File: src/rtl/link_led_pkg.sv
package link_led_pkg;

  typedef enum logic [2:0] {
    MODE_DARK   = 3'd0,
    MODE_SUSP   = 3'd1,
    MODE_WINDOW = 3'd2,
    MODE_STEADY = 3'd3,
    MODE_FLASH  = 3'd4
  } led_mode_e;

  // Convert a duration in milliseconds to clock cycles.
  function automatic int ms_to_cycles(input int clk_hz, input int ms);
    return (clk_hz / 1000) * ms;
  endfunction

endpackage

File: src/rtl/link_off_window.sv
module link_off_window #(
  parameter int unsigned WIN_CYC = 4800000,
  localparam int unsigned CW = $clog2(WIN_CYC + 1)
) (
  input  logic clk,
  input  logic rst,
  input  logic start,
  input  logic clear,
  output logic busy
);

  localparam logic [CW-1:0] RELOAD = CW'(WIN_CYC - 1);

  logic [CW-1:0] remain;

  // The start cycle itself is dark through the mode select, so the counter
  // holds WIN_CYC-1 further dark cycles.
  always_ff @(posedge clk) begin
    if (rst || clear) begin
      remain <= '0;
    end else if (start) begin
      remain <= RELOAD;
    end else if (remain != '0) begin
      remain <= remain - 1'b1;
    end
  end

  assign busy = (remain != '0);

endmodule

File: src/rtl/link_blink_gen.sv
module link_blink_gen #(
  parameter int unsigned PER_CYC = 24000000,
  parameter int unsigned ON_CYC  = 2400000,
  localparam int unsigned PW = (PER_CYC > 1) ? $clog2(PER_CYC) : 1
) (
  input  logic clk,
  input  logic rst,
  input  logic run,
  output logic lit
);

  localparam logic [PW-1:0] LAST   = PW'(PER_CYC - 1);
  localparam logic [PW-1:0] ON_LIM = PW'(ON_CYC);

  logic [PW-1:0] phase;

  always_ff @(posedge clk) begin
    if (rst || !run) begin
      phase <= '0;
    end else if (phase == LAST) begin
      phase <= '0;
    end else begin
      phase <= phase + 1'b1;
    end
  end

  generate
    if (ON_CYC >= PER_CYC) begin : g_always
      assign lit = 1'b1;
    end else begin : g_split
      assign lit = (phase < ON_LIM);
    end
  endgenerate

endmodule

File: src/rtl/link_mode_sel.sv
module link_mode_sel
  import link_led_pkg::*;
(
  input  logic      suspend,
  input  logic      ack_pulse,
  input  logic      win_busy,
  input  logic      addr_set,
  input  logic      enum_busy,
  output led_mode_e mode
);

  // Fixed priority: suspend, dark window, address, enumeration, idle.
  always_comb begin
    if (suspend) begin
      mode = MODE_SUSP;
    end else if (ack_pulse || win_busy) begin
      mode = MODE_WINDOW;
    end else if (addr_set) begin
      mode = MODE_STEADY;
    end else if (enum_busy) begin
      mode = MODE_FLASH;
    end else begin
      mode = MODE_DARK;
    end
  end

endmodule

File: src/rtl/link_led_top.sv
module link_led_top
  import link_led_pkg::*;
#(
  parameter int unsigned CLK_HZ       = 48000000,
  parameter int unsigned OFF_MS       = 100,
  parameter int unsigned BLINK_ON_MS  = 50,
  parameter int unsigned BLINK_PER_MS = 500
) (
  input  logic clk,
  input  logic rst,
  input  logic enum_busy,
  input  logic addr_set,
  input  logic suspend,
  input  logic ack_pulse,
  output logic led_on
);

  localparam int unsigned OFF_CYC   = ms_to_cycles(CLK_HZ, OFF_MS);
  localparam int unsigned ON_CYC    = ms_to_cycles(CLK_HZ, BLINK_ON_MS);
  localparam int unsigned PER_CYC   = ms_to_cycles(CLK_HZ, BLINK_PER_MS);
  localparam int unsigned OFF_SAFE  = (OFF_CYC < 1) ? 1 : OFF_CYC;
  localparam int unsigned PER_SAFE  = (PER_CYC < 2) ? 2 : PER_CYC;

  logic      win_busy;
  logic      flash_lit;
  logic      flash_run;
  led_mode_e mode;
  logic      led_nxt;

  assign flash_run = enum_busy && !addr_set && !suspend;

  link_off_window #(.WIN_CYC(OFF_SAFE)) u_win (
    .clk   (clk),
    .rst   (rst),
    .start (ack_pulse && !suspend),
    .clear (suspend),
    .busy  (win_busy)
  );

  link_blink_gen #(.PER_CYC(PER_SAFE), .ON_CYC(ON_CYC)) u_blink (
    .clk (clk),
    .rst (rst),
    .run (flash_run),
    .lit (flash_lit)
  );

  link_mode_sel u_sel (
    .suspend   (suspend),
    .ack_pulse (ack_pulse),
    .win_busy  (win_busy),
    .addr_set  (addr_set),
    .enum_busy (enum_busy),
    .mode      (mode)
  );

  always_comb begin
    case (mode)
      MODE_STEADY: led_nxt = 1'b1;
      MODE_FLASH:  led_nxt = flash_lit;
      default:     led_nxt = 1'b0;
    endcase
  end

  always_ff @(posedge clk) begin
    if (rst) begin
      led_on <= 1'b0;
    end else begin
      led_on <= led_nxt;
    end
  end

endmodule

File: config.mk
export PLATFORM = sky130hd
export DESIGN_NAME = link_led_top
export DESIGN_NICKNAME = d
export VERILOG_FILES = /design/src/rtl/link_led_pkg.sv /design/src/rtl/link_off_window.sv /design/src/rtl/link_blink_gen.sv /design/src/rtl/link_mode_sel.sv /design/src/rtl/link_led_top.sv
export SDC_FILE = /design/constraint.sdc
export NUM_CORES = 1
export LEC_CHECK = 0
export BUFFER_PORTS_ARGS = -buffer_cell sky130_fd_sc_hd__buf_2
export CAP_MARGIN = 25
export CELL_PAD_IN_SITES_DETAIL_PLACEMENT = 1
export CELL_PAD_IN_SITES_GLOBAL_PLACEMENT = 2
export CORE_UTILIZATION = 36
export CTS_BUF_LIST = sky130_fd_sc_hd__clkbuf_4
export DETAILED_ROUTE_END_ITERATION = 12
export GPL_ROUTABILITY_DRIVEN = 0
export PLACE_DENSITY_LB_ADDON = 0.3
export SETUP_SLACK_MARGIN = 0.1
export SYNTH_ARGS = -nofsm -noshare
export SYNTH_HDL_FRONTEND = slang
export SYNTH_SLANG_ARGS = --single-unit
File: constraint.sdc
create_clock -name clk -period 2.9 [get_ports clk]
set_clock_uncertainty 0.2 [all_clocks]
set_input_delay 0 -clock clk [delete_from_list [all_inputs] [get_ports clk]]
set_output_delay 0 -clock clk [all_outputs]
set_load 0.03 [all_outputs]
== After elaboration in Yosys (flattened, before gate mapping) ==
Cells that the tools add are included.

* Logic and storage cells: 30
* Output and inout bits: 1
* Register bits: 49
* Input bits: 6

* Equality and inequality tests: 3
* $add $sub $neg: 2
* Reductions and logical operators: 13
* Mux-type cells: 7
* $lt $le $gt $ge: 1

{| class="wikitable"
|+ Operator list
! operator !! number
|-
| 23-bit 2-to-1 mux || 2
|-
| 25-bit by 1-bit adder with 25-bit output (second input constant) || 1
|-
| 25-bit equality test (second input constant) || 1
|-
| 25-bit by 22-bit less-than comparator with 1-bit output (second input constant) || 1
|-
| 23-bit nonzero test || 1
|-
| 23-bit by 1-bit subtractor with 23-bit output (second input constant) || 1
|-
| 3-bit 2-to-1 mux || 4
|-
| 2-bit OR reduction || 2
|-
| 3-bit by 2-bit equality test with 1-bit output (second input constant) || 1
|-
| 3-bit equality test (second input constant) || 1
|-
| 1-bit logical AND || 3
|-
| 1-bit logical NOT || 3
|-
| 1-bit logical OR || 3
|-
| 1-bit one-hot mux with 2 select lines || 1
|-
| 2-bit nonzero test || 1
|}

== Depth between registers and ports, before layout ==
Gate-level depths: netlist (run 1).

* Depth in word-level cells: 6
* Gate-level depth with buffers: 8
* Depth with buffers taken out: 7

== Hierarchy ==
From an unflattened synthesis (run 1), not the netlist that was laid out.

* Cell total of the unflattened synthesis: 297
* Area total of the unflattened synthesis: 2536.2 µm²

{| class="wikitable"
|+ By module, submodules not included
! module !! seq. area each (µm²) !! cells an instance !! area an instance (µm²) !! times used
|-
| link_blink_gen || 500.5 || 149 || 1242.4 || 1
|-
| link_off_window || 460.4 || 137 || 1202.4 || 1
|-
| link_led_top || 20.0 || 6 || 57.6 || 1
|-
| link_mode_sel || 0.0 || 5 || 33.8 || 1
|}

== Least setup slack after synthesis (run 1) ==
No wires, ideal clock.

* Path kind: register to register
* Start: register u_win.remain[6]
* End: register u_win.remain[18]
* Setup time: 0.070 ns
* Clock period less this slack: 2.449 ns
* Stages on the path, launching flop included: 7
* Path buffers: 1
* Slack: 0.451 ns
* Data required time: 2.630 ns
* Data arrival time: 2.179 ns
* Path through: dfxtp_1 or4_4 buf_6 or2_4 or3_4 or4_1 a21oi_1

* Cells in the longest elaborated chain, start to end: 1
* Elaborated cells on any way between the ends: 2
* Those cells by class: add/sub (1); reduce/logical (1)

{| class="wikitable"
|+ RTL lines
! element !! RTL line !! RTL
|-
| from (decl) || link_off_window.sv:14 || <nowiki>logic [CW-1:0] remain;</nowiki>
|-
| from (signal assigned) || link_off_window.sv:24 || <nowiki>remain <= remain - 1'b1;</nowiki>
|-
| 23-bit by 1-bit subtractor with 23-bit output or 23-bit nonzero test (tied branches) || link_off_window.sv:24, link_off_window.sv:23 ||
|}

Several ways; a longest one is shown, not always the timed one.
A chain may end at the register's enable or synchronous reset.

== Final worst setup path (run 1) ==
* Start: register u_win.remain[0]
* End: register u_win.remain[1]

* Cells in the longest elaborated chain, start to end: 3
* Elaborated cells on any way between the ends: 5
* Those cells by class: add/sub (1); mux (2); reduce/logical (2)

{| class="wikitable"
|+ RTL lines
! element !! RTL line !! RTL
|-
| 23-bit by 1-bit subtractor with 23-bit output || link_off_window.sv:24 ||
|-
| 23-bit 2-to-1 mux || link_off_window.sv:23 || <nowiki>end else if (remain != '0) begin</nowiki>
|-
| 23-bit 2-to-1 mux || link_off_window.sv:21 || <nowiki>end else if (start) begin</nowiki>
|}

Several ways; a longest one is shown, not always the timed one. The select of a mux whose other input is x is not followed.

==> key figures, run 1 <==
Timing
  – RSZ-0062 raised after global routing: false
  – Final WS setup: 330 ps
  – Period utilisation layout: 0.886
  – Worst-margin pin slew: 710 ps
  – Fin. Hold Viols: 0
  – Rel. slew slack: 0.523
  – Setup Viol. Count Final: 0
  – Fmax: 389 MHz
  – Post-layout min period: 2570 ps
  – Setup_tns: 0 ps
  – Final Max Slew Viols: 0

Critical path
  – CP arrival: 2670 ps
  – Critical Path End: u_win.remain[1]$_SDFFE_PP0P_
  – Reg2Reg Depth: 7
  – Crit path from: u_win.remain[0]$_SDFFE_PP0P_
  – CP required: 3000 ps
  – Worst setup EP type: register
  – R2R setup slack: 330 ps
  – Worst r2r src: u_win.remain[0]$_SDFFE_PP0P_
  – Crit path largest cell delay: 420 ps
  – Critical Path Source Type: register
  – Worst-path cell chain: inv_1, ha_1, nor4b_1, nand4_1, nor2_1, mux2_2, a21oi_1
  – RR Endpoint: u_win.remain[1]$_SDFFE_PP0P_
  – Setup CP Type: reg2reg
  – Worst Path Max Fanout: 7
  – CP max stage cell: nor4b_1

GRT
  – Grt ovf: 0
  – Number of global-route vias before repair: 2113
  – First-pass GRT wire length: 10000 µm
  – Largest net degree at the start of global routing: 19
  – Total global-route track usage: 0.178
  – Initial antenna violation count: 0

Synth
  – Yosys reg bits: 49
  – Synthesized net count: 290
  – Ys async rst share: 0
  – Area leader, netlist: dfxtp_1
  – Top cells by area, synth: dfxtp_1 41%, xor2_1 11%, nor2_1 6.2%
  – Number of synthesized flops with an enable pin: 0
  – Cell area after synthesis: 2370 µm²
  – Synth cell types: 40
  – Sequential share of the synthesized area: 0.413
  – Top cell type's share of synthesized area: 0.413
  – Yosys Warn Count: 0
  – Syn_area_per_cell: 8.45 µm²
  – Top FF cell, synth: dfxtp_1
  – Post-Synthesis Cells: 281

Cells and area
  – N_diodes: 0
  – Area of the multi-input gates: 1330 µm²
  – Most common cell after layout, fill and taps aside: dfxtp_1
  – Most frequent cells in the layout: 49 x dfxtp_1, 39 x nor2_1, 29 x xor2_1
  – Layout Nets: 305
  – Share of cells above drive strength 1: 0.0943
  – Layout Area Growth over Synthesis: 10.6%
  – Filler cells: 772
  – FF+latch area: 981 µm²
  – Fin cells: 374

Routing
  – # DRC: 0
  – Initial DRC count: 42
  – Final WL: 5680 µm
  – DR WL/cell: 15.2 µm
  – Vias: 2060
  – Post-DRT Antenna Nets: 0
  – Vias per Instance: 5.51
  – First-pass iteration count of the detailed router: 4

Floorplan
  – Die ar.: 6920 µm²
  – Starting Density: 0.374
  – Site Rows: 29
  – CORE AREA: 6350 µm²
  – Die Width: 83.2 µm
  – IO Count: 7
  – Die Ht: 83.2 µm

Placement
  – Port Buffer Count: 6
  – Placed insts: 359
  – DP HPWL: 4160 µm
  – Place WS: 407 ps

Run
  – Max_cap viols: 0

Outcome
  – Outcome: finished, final reports clean

Pwr
  – Worst vdd ir: 0.224 mV
  – Power Density: 541 nW/µm²
  – P_leak: 0.000923 µW

Clocking
  – TritonCTS clock tree: yes
  – Clock Sinks: 49
  – Worst skew pair latency: 360 ps
  – CTS Buffer Depth: 2
  – H-tree depth: 2
  – Clk pin slew, worst setup/hold paths: 140 ps
  – Root Buffer: clkbuf_4
  – CTS Buf Count: 5

Hold path
  – Min-delay src: u_blink.phase[0]$_SDFF_PP0_
  – Worst Hold Class: reg2reg
## cells by family after synthesis
logic type | synth area share
flip-flops | 0.413
multiplexers | 0.00949
buffers and inverters | 0.0285
AND/OR/NAND/NOR | 0.303
AO/OA/AOI/OAI | 0.0970
adder cells (fa/ha/maj) | 0.0158
XOR/XNOR | 0.133
## repair_timing
action	4_1_cts	5_1_grt
setup buffers	0	0
hold endpoints to repair	32	0
gates resized for setup	0	0
hold buffers	7	0
## critical path, delay by kind of cell, from the launching register on
family	cells	cell delay, ps
flip-flops	1	350
buffers and inverters	1	110
adder cells (fa/ha/maj)	1	170
multiplexers	1	380
AND/OR/NAND/NOR	3	1180
AO/OA/AOI/OAI	1	130
## flip-flops by register name, indices dropped and copies added (netlist names)
signal and count:
u_blink.phase 25, led_on 1, u_win.remain 23
## routing by layer
| layer | vias up | GRT usage | part of all wire |
|---|---|---|---|
| li1 | 1032 | - | - |
| met1 | 1005 | 0.212 | 0.45 |
| met2 | 15 | 0.318 | 0.52 |
| met3 | 8 | 0.0328 | 0.016 |
| met4 | 0 | 0.0674 | 0.018 |
| met5 | - | 0 | 0 |
## Yosys cell counts, types with 7 or more instances
| cell type | count |
|---|---|
| xnor2_1 | 7 |
| xor2_1 | 29 |
| o21ai_0 | 10 |
| clkbuf_1 | 9 |
| a21oi_1 | 19 |
| nand4_1 | 13 |
| dfxtp_1 | 49 |
| nor3_1 | 9 |
| nand3_1 | 15 |
| nor2_1 | 39 |
| nand2_1 | 11 |
| or3_1 | 10 |
| nor4_1 | 12 |
## through the flow
| step | instance area [µm²] | hold slack (ps) | utilization | power, µW |
|---|---|---|---|---|
| after global placement | 2500 | 98.5 | 0.394 | 1100 |
| after floorplan | 2370 | -33.7 | - | 1020 |
| after detailed placement | 2500 | 109 | 0.394 | 1110 |
| final | 2630 | 280 | 0.413 | 1420 |
| after global routing | 2630 | 295 | 0.413 | 1520 |
| after CTS | 2630 | 230 | 0.413 | 1450 |
## area by class of cell
cell class | count | area share
Timing Repair Buffer | 20 | 0.0582
Inverter | 4 | 0.00572
Clock inverter | 2 | 0.00381
Tap cell | 77 | 0.0367
Clock buffer | 6 | 0.0172
Multi-Input combinational cell | 216 | 0.505
Sequential cell | 49 | 0.374
## how the worst min path moves through the flow
stage,to,slack (ps),cells after the start
detailed placement,u_win.remain[20]$_SDFFE_PP0P_,110,3
floorplan,u_win.remain[20]$_SDFFE_PP0P_,-30,2
finish,u_blink.phase[0]$_SDFF_PP0_,280,1
CTS,u_win.remain[20]$_SDFFE_PP0P_,230,4
global placement,u_win.remain[20]$_SDFFE_PP0P_,100,3
global route,u_win.remain[20]$_SDFFE_PP0P_,290,4
## report_power, final
| part | total (µW) | switching (µW) | internal, µW | leakage (µW) |
|---|---|---|---|---|
| Clock | 316 | 214 | 102 | 0.0000354 |
| Sequential | 732 | 31.2 | 701 | 0.000397 |
| Combinational | 373 | 212 | 161 | 0.000490 |
Power figures use the tool's default switching activity.
==> inputs of run 2 (changes only) <==
SYNTH_HIERARCHICAL = 1   (was not set)
clock period = 2.85 ns   (was 2.9 ns; I/O delays follow)
==> run 2 against run 1 <==
  * First-iteration DRC count is 79% higher
  * Global-route usage is 0.096 points lower
  * Design area is 7.8% higher
  * Sequential power is 2% higher
  * Non-clock buffer count is 1 lower
  * Routed wire length is 4.2% higher
  * Count of clock-buffer cells in the layout is 1 higher
  * Final cell count is 9.9% higher
  * Combinational power is 5% higher
  * Via count is 6.5% higher
  * Fmax is 4.1% higher
  * Critical path type unchanged
==> key figures, run 2 <==
Synth
  – Post-Synthesis Cells: 297 (+5.7%)
  – Top cells by area, synth: dfxtp_1 39%, xnor2_1 6.6%, nor2_1 5.0%
  – Top FF cell, synth: dfxtp_1
  – Area leader, netlist: dfxtp_1
  – Largest family of logic cells by synthesized area: simple AND/OR/NAND/NOR gates
  – Syn_area_per_cell: 8.54 µm² (+1.1%)
  – Post-synth top cells: 49 x dfxtp_1, 34 x nor2_1, 23 x a21oi_1
  – Proportion of synthesized area in mux cells: 0.0123 (+0.00284)
  – Most numerous cell in the Yosys netlist: dfxtp_1
  – Ys async rst share: 0 (unchanged)
  – Number of synthesized flops with an enable pin: 0 (unchanged)
  – Yosys reg bits: 49 (unchanged)
  – Synth cell types: 52 (+30%)
  – Yosys Warn Count: 6 (+6)
  – Synthesized net count: 305 (+5.2%)
  – Top cell type's share of synthesized area: 0.387 (-0.0265)
  – Cell area after synthesis: 2540 µm² (+6.9%)
  – Synth Area in Simple Gates: 0.301 (-0.00217)
  – Sequential share of the synthesized area: 0.387 (-0.0265)
  – Compound-gate portion of the synthesized area: 0.160 (+0.0633)
  – Adder and majority gate portion of the synthesized area: 0.00987 (-0.00595)
  – Xor-xnor portion of the synthesized cell area: 0.0967 (-0.0361)

GRT
  – Total global-route track usage: 0.178 (-0.000962)
  – Grt ovf: 0 (unchanged)
  – Number of global-route vias before repair: 2195 (+3.9%)
  – Largest net degree at the start of global routing: 23 (+4)
  – Initial antenna violation count: 0 (unchanged)
  – First-pass GRT wire length: 10400 µm (+4.0%)

Floorplan
  – Starting Density: 0.373 (-0.000497)
  – Die Width: 85.9 µm (+3.3%)
  – Site Rows: 30 (+3.4%)
  – CORE AREA: 6790 µm² (+7.0%)
  – Die Ht: 85.9 µm (+3.3%)
  – Die ar.: 7380 µm² (+6.7%)
  – IO Count: 7 (unchanged)

Timing
  – Setup Viol. Count Final: 0 (unchanged)
  – Final WS setup: 382 ps (+51.8 ps)
  – RSZ-0062 raised after global routing: false
  – Post-layout min period: 2470 ps (-102 ps)
  – Setup_tns: 0 ps (unchanged)
  – Fmax: 405 MHz (+4.1%)
  – Worst-margin pin slew: 636 ps (-74.0 ps)
  – Period utilisation layout: 0.866 (-0.0202)
  – Hold_ws: 167 ps (-113 ps)
  – Fin. Hold Viols: 0 (unchanged)
  – Final Max Slew Viols: 0 (unchanged)
  – Rel. slew slack: 0.572 (+0.0498)

Cells and area
  – Filler cells: 822 (+6.5%)
  – Final Core Density: 0.416 (+0.00299)
  – N_diodes: 0 (unchanged)
  – Layout Area Growth over Synthesis: 11.5%
  – Most common cell after layout, fill and taps aside: dfxtp_1
  – Max FFs per register: 25 (unchanged)
  – Layout Nets: 322 (+5.6%)
  – Top flop regs: u_blink/phase x25, u_win/remain x23, led_on x1
  – Share of cells above drive strength 1: 0.117 (+0.0232)
  – Most frequent cells in the layout: 49 x dfxtp_1, 34 x nor2_1, 23 x a21oi_1
  – Largest Register: u_blink/phase

Routing
  – Post-DRT Antenna Nets: 0 (unchanged)
  – Final WL: 5920 µm (+4.2%)
  – First-pass iteration count of the detailed router: 4 (unchanged)
  – # DRC: 0 (unchanged)
  – Initial DRC count: 75 (+79%)
  – Vias per Instance: 5.34 (-3.1%)
  – Vias: 2193 (+6.5%)
  – DR WL/cell: 14.4 µm (-5.2%)

Pwr
  – P_leak: 0.000900 µW (-2.5%)
  – Switch Pwr: 481 µW (+5.3%)
  – Combinational power share: 0.263 (about the same)
  – Sw frac: 0.324 (+0.00287)
  – Power Density: 524 nW/µm² (-3.1%)
  – Pint: 1000 µW (+3.9%)
  – Worst vdd ir: 0.172 mV (-23%)
  – Clk network pwr share: 0.232 (+0.010)
  – Reg power frac: 0.505 (-0.010)

Hold path
  – Min-delay src: rst
  – Min-Delay Endpoint: led_on$_SDFF_PP0_
  – Worst hold path cell count: 3 (+2)
  – Worst Hold Class: in2reg

Clocking
  – CTS Buffer Depth: 2 (unchanged)
  – Setup repair bufs after CTS: 0 (unchanged)
  – H-tree depth: 2 (unchanged)
  – Root Buffer: clkbuf_4
  – TritonCTS clock tree: yes
  – Clock Sinks: 49 (unchanged)
  – CTS Buf Count: 5 (unchanged)
  – Worst skew pair latency: 380 ps (+20 ps)
  – Clk pin slew, worst setup/hold paths: 150 ps (about the same)

Placement
  – Place WS: 464 ps (+56.9 ps)
  – Port Buffer Count: 6 (unchanged)
  – DP HPWL: 4150 µm (-0.23%)

Critical path
  – Worst Path Max Fanout: 15 (+8)
  – Reg2Reg Depth: 7 (unchanged)
  – CP required: 2940 ps (-60 ps)
  – Setup CP Type: reg2reg
  – R2R setup slack: 380 ps (+50 ps)
  – Critical Path Source Type: register
  – Worst r2r src: u_win/remain[21]$_SDFFE_PP0P_
  – Worst setup EP type: register
  – CP arrival: 2560 ps (-110 ps)
  – RR Endpoint: u_win/remain[7]$_SDFFE_PP0P_

Run
  – Max_cap viols: 0 (unchanged)

Outcome
  – Outcome: finished, final reports clean
## run 2: worst max-delay path, stage by stage (launching register included)
cell,delay [ps]
dfxtp_1,360
nor4_1,410
nand4_1,210
buf_4,240
o21ai_1,170
xnor2_1,80
o21a_1,170
dlygate4sd3_1,540
## run 2: cells by family (layout without fill, tap and decap cells)
kind of cell               count (synthesis)  after routing
AOI/OAI and AO/OA                         64             64
xor gates and xnor gates                  28             28
adders and majority gates                  2              2
buffers and inverters                     21             39
DFF                                       49             49
muxes                                      3              3
and+or+nand+nor                          130            130
## run 2: how the worst max path moves through the flow
stage / endpoint / slack, ps / from
after global placement: u_blink/phase[24]$_SDFF_PP0_ / 500 / u_blink/phase[0]$_SDFF_PP0_
after floorplan: u_blink/phase[24]$_SDFF_PP0_ / 630 / u_blink/phase[0]$_SDFF_PP0_
after detailed placement: u_blink/phase[24]$_SDFF_PP0_ / 460 / u_blink/phase[0]$_SDFF_PP0_
final: u_win/remain[7]$_SDFFE_PP0P_ / 380 / u_win/remain[21]$_SDFFE_PP0P_
after global routing: u_win/remain[7]$_SDFFE_PP0P_ / 270 / u_win/remain[12]$_SDFFE_PP0P_
after CTS: u_win/remain[7]$_SDFFE_PP0P_ / 270 / u_win/remain[2]$_SDFFE_PP0P_
## run 2: cell type report
type	count	area, µm²	share of cell area
well taps	96	120	0.0425
flip-flops and latches	49	981	0.347
multi-input cells	227	1480	0.522
clock buffers	7	52.6	0.0186
inverters	12	45.0	0.0159
repair buffers	19	145	0.0513
clock inverters	1	7.51	0.00265
## run 2: power by group through the flow
stage | combinational, µW | sequential, µW | clock [µW]
2_1_floorplan | 299 | 757 | 0
6_report | 390 | 749 | 344
5_1_grt | 438 | 754 | 384
3_3_place_gp | 378 | 761 | 0
4_1_cts | 393 | 748 | 366
3_5_place_dp | 382 | 763 | 0
## run 2: through the flow
stage	total power [µW]	cell area [µm²]	instances
after detailed placement	1140	2690	396
after floorplan	1060	2540	297
after global routing	1580	2830	411
after CTS	1510	2820	411
after global placement	1140	2690	396
final	1480	2830	411
## run 2: routing by layer
layer | global-route usage | routed length, µm | vias up
met2 | 0.307 | 2910 | 13
met1 | 0.219 | 2800 | 1057
met4 | 0.0682 | 92 | 0
met3 | 0.0308 | 109 | 8
met5 | 0 | 0 | -
li1 | - | - | 1115
## run 2: repair_timing
item / in CTS / in global routing
hold buffers: 7 / 0
hold endpoints to repair: 20 / 0
gates resized for setup: 0 / 1
setup endpoints to repair: 0 / 1
==> inputs of run 3 (changes only) <==
ABC_AREA = 1   (was not set)
CORE_ASPECT_RATIO = 1.25   (was not set)
==> run 3 against run 2 <==
  * Non-clock buffer count down 9
  * Largest power group unchanged
  * Sequential power is 0.5% lower
  * Largest cell class unchanged
  * Clock power up 3%
  * Critical endpoint is now led_on$_SDFF_PP0_
==> key figures, run 3 <==
Routing
  – First-pass iteration count of the detailed router: 4 (unchanged)
  – Initial DRC count: 64 (-15%)
  – Vias: 2807 (+28%)
  – Vias per Instance: 4.88 (-8.5%)
  – DR WL/cell: 13.6 µm (-5.4%)
  – # DRC: 0 (unchanged)
  – Final WL: 7830 µm (+32%)
  – Post-DRT Antenna Nets: 0 (unchanged)

Critical path
  – Setup CP Type: reg2reg
  – CP arrival: 2650 ps (+90 ps)
  – Worst Path Max Fanout: 8 (-7)
  – Worst setup EP type: register
  – CP required: 2980 ps (+40 ps)
  – Critical Path Source Type: register
  – R2R setup slack: 330 ps (-50 ps)

Timing
  – RSZ-0062 raised after global routing: false
  – Worst-margin pin slew: 610 ps (-25.1 ps)
  – Post-layout min period: 2520 ps (+48.5 ps)
  – Fin. Hold Viols: 0 (unchanged)
  – Period utilisation layout: 0.883 (+0.0170)
  – Setup_tns: 0 ps (unchanged)
  – Setup Viol. Count Final: 0 (unchanged)
  – Rel. slew slack: 0.593 (+0.0202)
  – Fmax: 397 MHz (-1.9%)
  – Final WS setup: 333 ps (-48.5 ps)
  – Final Max Slew Viols: 0 (unchanged)

Synth
  – Synth Area in Simple Gates: 0.478 (+0.177)
  – Most numerous cell in the Yosys netlist: nand2_1
  – Largest family of logic cells by synthesized area: simple AND/OR/NAND/NOR gates
  – Cell area after synthesis: 2960 µm² (+17%)
  – Number of synthesized flops with an enable pin: 0 (unchanged)
  – Adder and majority gate portion of the synthesized area: 0.00846 (-0.00140)
  – Top cells by area, synth: dfxtp_1 33%, nand2_1 16%, nor2_1 12%
  – Compound-gate portion of the synthesized area: 0.0571 (-0.103)
  – Xor-xnor portion of the synthesized cell area: 0.0355 (-0.0611)
  – Synthesized net count: 476 (+56%)
  – Synth cell types: 32 (-38%)
  – Top cell type's share of synthesized area: 0.332 (-0.0550)
  – Yosys Warn Count: 6 (unchanged)
  – Area leader, netlist: dfxtp_1
  – Sequential share of the synthesized area: 0.332 (-0.0550)
  – Post-Synthesis Cells: 468 (+58%)
  – Post-synth top cells: 127 x nand2_1, 91 x nor2_1, 56 x inv_1
  – Proportion of synthesized area in mux cells: 0 (-0.0123)
  – Top FF cell, synth: dfxtp_1
  – Ys async rst share: 0 (unchanged)
  – Syn_area_per_cell: 6.32 µm² (-26%)
  – Yosys reg bits: 49 (unchanged)

Cells and area
  – Largest Register: u_blink/phase
  – Filler cells: 1059 (+29%)
  – Layout Area Growth over Synthesis: 6.90%
  – Most frequent cells in the layout: 127 x nand2_1, 91 x nor2_1, 56 x inv_1
  – Share of cells above drive strength 1: 0.121 (+0.00337)
  – Layout Nets: 487 (+51%)
  – Most common cell after layout, fill and taps aside: nand2_1
  – Max FFs per register: 25 (unchanged)
  – N_diodes: 0 (unchanged)
  – Top flop regs: u_blink/phase x25, u_win/remain x23, led_on x1

Clocking
  – Clk pin slew, worst setup/hold paths: 160 ps (about the same)
  – Clock Sinks: 49 (unchanged)
  – CTS Buffer Depth: 2 (unchanged)
  – Worst skew pair latency: 370 ps (about the same)
  – H-tree depth: 2 (unchanged)
  – TritonCTS clock tree: yes
  – Root Buffer: clkbuf_4
  – CTS Buf Count: 5 (unchanged)
  – Setup repair bufs after CTS: 0 (unchanged)

GRT
  – Grt ovf: 0 (unchanged)
  – Total global-route track usage: 0.199 (+0.0215)
  – Largest net degree at the start of global routing: 26 (+13%)
  – First-pass GRT wire length: 13600 µm (+30%)
  – Number of global-route vias before repair: 2966 (+35%)
  – Initial antenna violation count: 0 (unchanged)

Floorplan
  – Site Rows: 36 (+20%)
  – CORE AREA: 7880 µm² (+16%)
  – IO Count: 7 (unchanged)
  – Die Ht: 103 µm (+20%)
  – Die ar.: 8580 µm² (+16%)
  – Die Width: 83.1 µm (-3.4%)
  – Starting Density: 0.375 (+0.00178)

Placement
  – DP HPWL: 6290 µm (+52%)
  – Place WS: 858 ps (+394 ps)
  – Port Buffer Count: 6 (unchanged)

Pwr
  – Power Total: 1540 µW (+4.1%)
  – Worst vdd ir: 0.243 mV (+41%)
  – Pint: 982 µW (-2.1%)
  – Sw frac: 0.364 (+0.0399)
  – Clk network pwr share: 0.229 (-0.003)
  – Power Density: 489 nW/µm² (-6.8%)
  – P_leak: 0.00129 µW (+44%)
  – Combinational power share: 0.289 (+0.026)
  – Switch Pwr: 563 µW (+17%)
  – Reg power frac: 0.482 (-0.023)

Hold path
  – Worst Hold Class: in2reg

Run
  – Max_cap viols: 0 (unchanged)

Outcome
  – Outcome: finished, final reports clean
==> run 3: cell count changes in the layout (fill, tap and decap cells not counted), sizes merged, moves of 14 or more <==
| cell | before | now |
|---|---|---|
| inv | 12 | 59 |
| nand2 | 12 | 131 |
| nand3 | 8 | 46 |
| nor2 | 37 | 110 |
| nor4 | 15 | 1 |
==> run 3: stage by stage <==
stage / area, µm² / utilization / std cells / hold WS, ps
after global placement: 3060 / 0.388 / 563 / -3.84
after detailed placement: 3060 / 0.388 / 563 / -0.533
final: 3160 / 0.401 / 575 / 34.4
after global routing: 3160 / 0.401 / 575 / 97.4
after CTS: 3160 / 0.401 / 575 / 28.4
after floorplan: 2960 / - / 468 / -138
==> run 3: path summary, 6_finish.rpt <==
check                                    start                      endpoint  cells past startpoint
hold reg to reg    u_blink/phase[0]$_SDFF_PP0_   u_blink/phase[0]$_SDFF_PP0_                      1
setup / recovery  u_win/remain[0]$_SDFFE_PP0P_             led_on$_SDFF_PP0_                     13
setup reg to reg  u_win/remain[0]$_SDFFE_PP0P_             led_on$_SDFF_PP0_                     13
hold / removal                        addr_set  u_blink/phase[21]$_SDFF_PP0_                      6
==> run 3: cell families after synthesis <==
group                    after synthesis
AND/OR/NAND/NOR                      311
buffers and inverters                 64
flip-flops                            49
AO/OA/AOI/OAI                         30
XOR/XNOR                              12
adder cells (fa/ha/maj)                2
==> run 3: power groups by stage <==
stage	combinational (µW)	sequential, µW	clock, µW
floorplan	360	751	0
global placement	437	759	0
detailed placement	448	760	0
CTS	454	746	379
global route	513	750	398
finish	446	745	353
==> run 3: layout make-up <==
cell class              instances  area, µm²  share of cell area
inverters                      58        218              0.0689
clock buffers                   6       45.0              0.0143
flip-flops and latches         49        981               0.310
clock inverters                 2       13.8             0.00435
well taps                      95        119              0.0376
repair buffers                 10       70.1              0.0222
multi-input cells             355       1710               0.542
==> run 3: timing repair <==
| action | 4_1_cts | 5_1_grt |
|---|---|---|
| gates resized for setup | 0 | 1 |
| endpoints found under the setup margin | 0 | 1 |
| endpoints found under the hold margin | 23 | 0 |
| hold buffers | 4 | 0 |
==> run 3: routing by layer <==
metal / share of wire / GRT usage
met1: 0.41 / 0.200
met2: 0.56 / 0.429
met3: 0.010 / 0.0230
met4: 0.010 / 0.0517
met5: 0 / 0
==> run 3: worst max-delay path, cell delays in order (launching register included) <==
cell           delay, ps
dfxtp_1              360
inv_2                120
ha_2                 270
nand2_2              110
inv_2                100
nand4_1              110
nor2_2               160
nand2_1               60
nor2_1               120
nand2_1               80
inv_1                 60
nand2_1               60
a21oi_2              120
dlygate4sd3_1        540
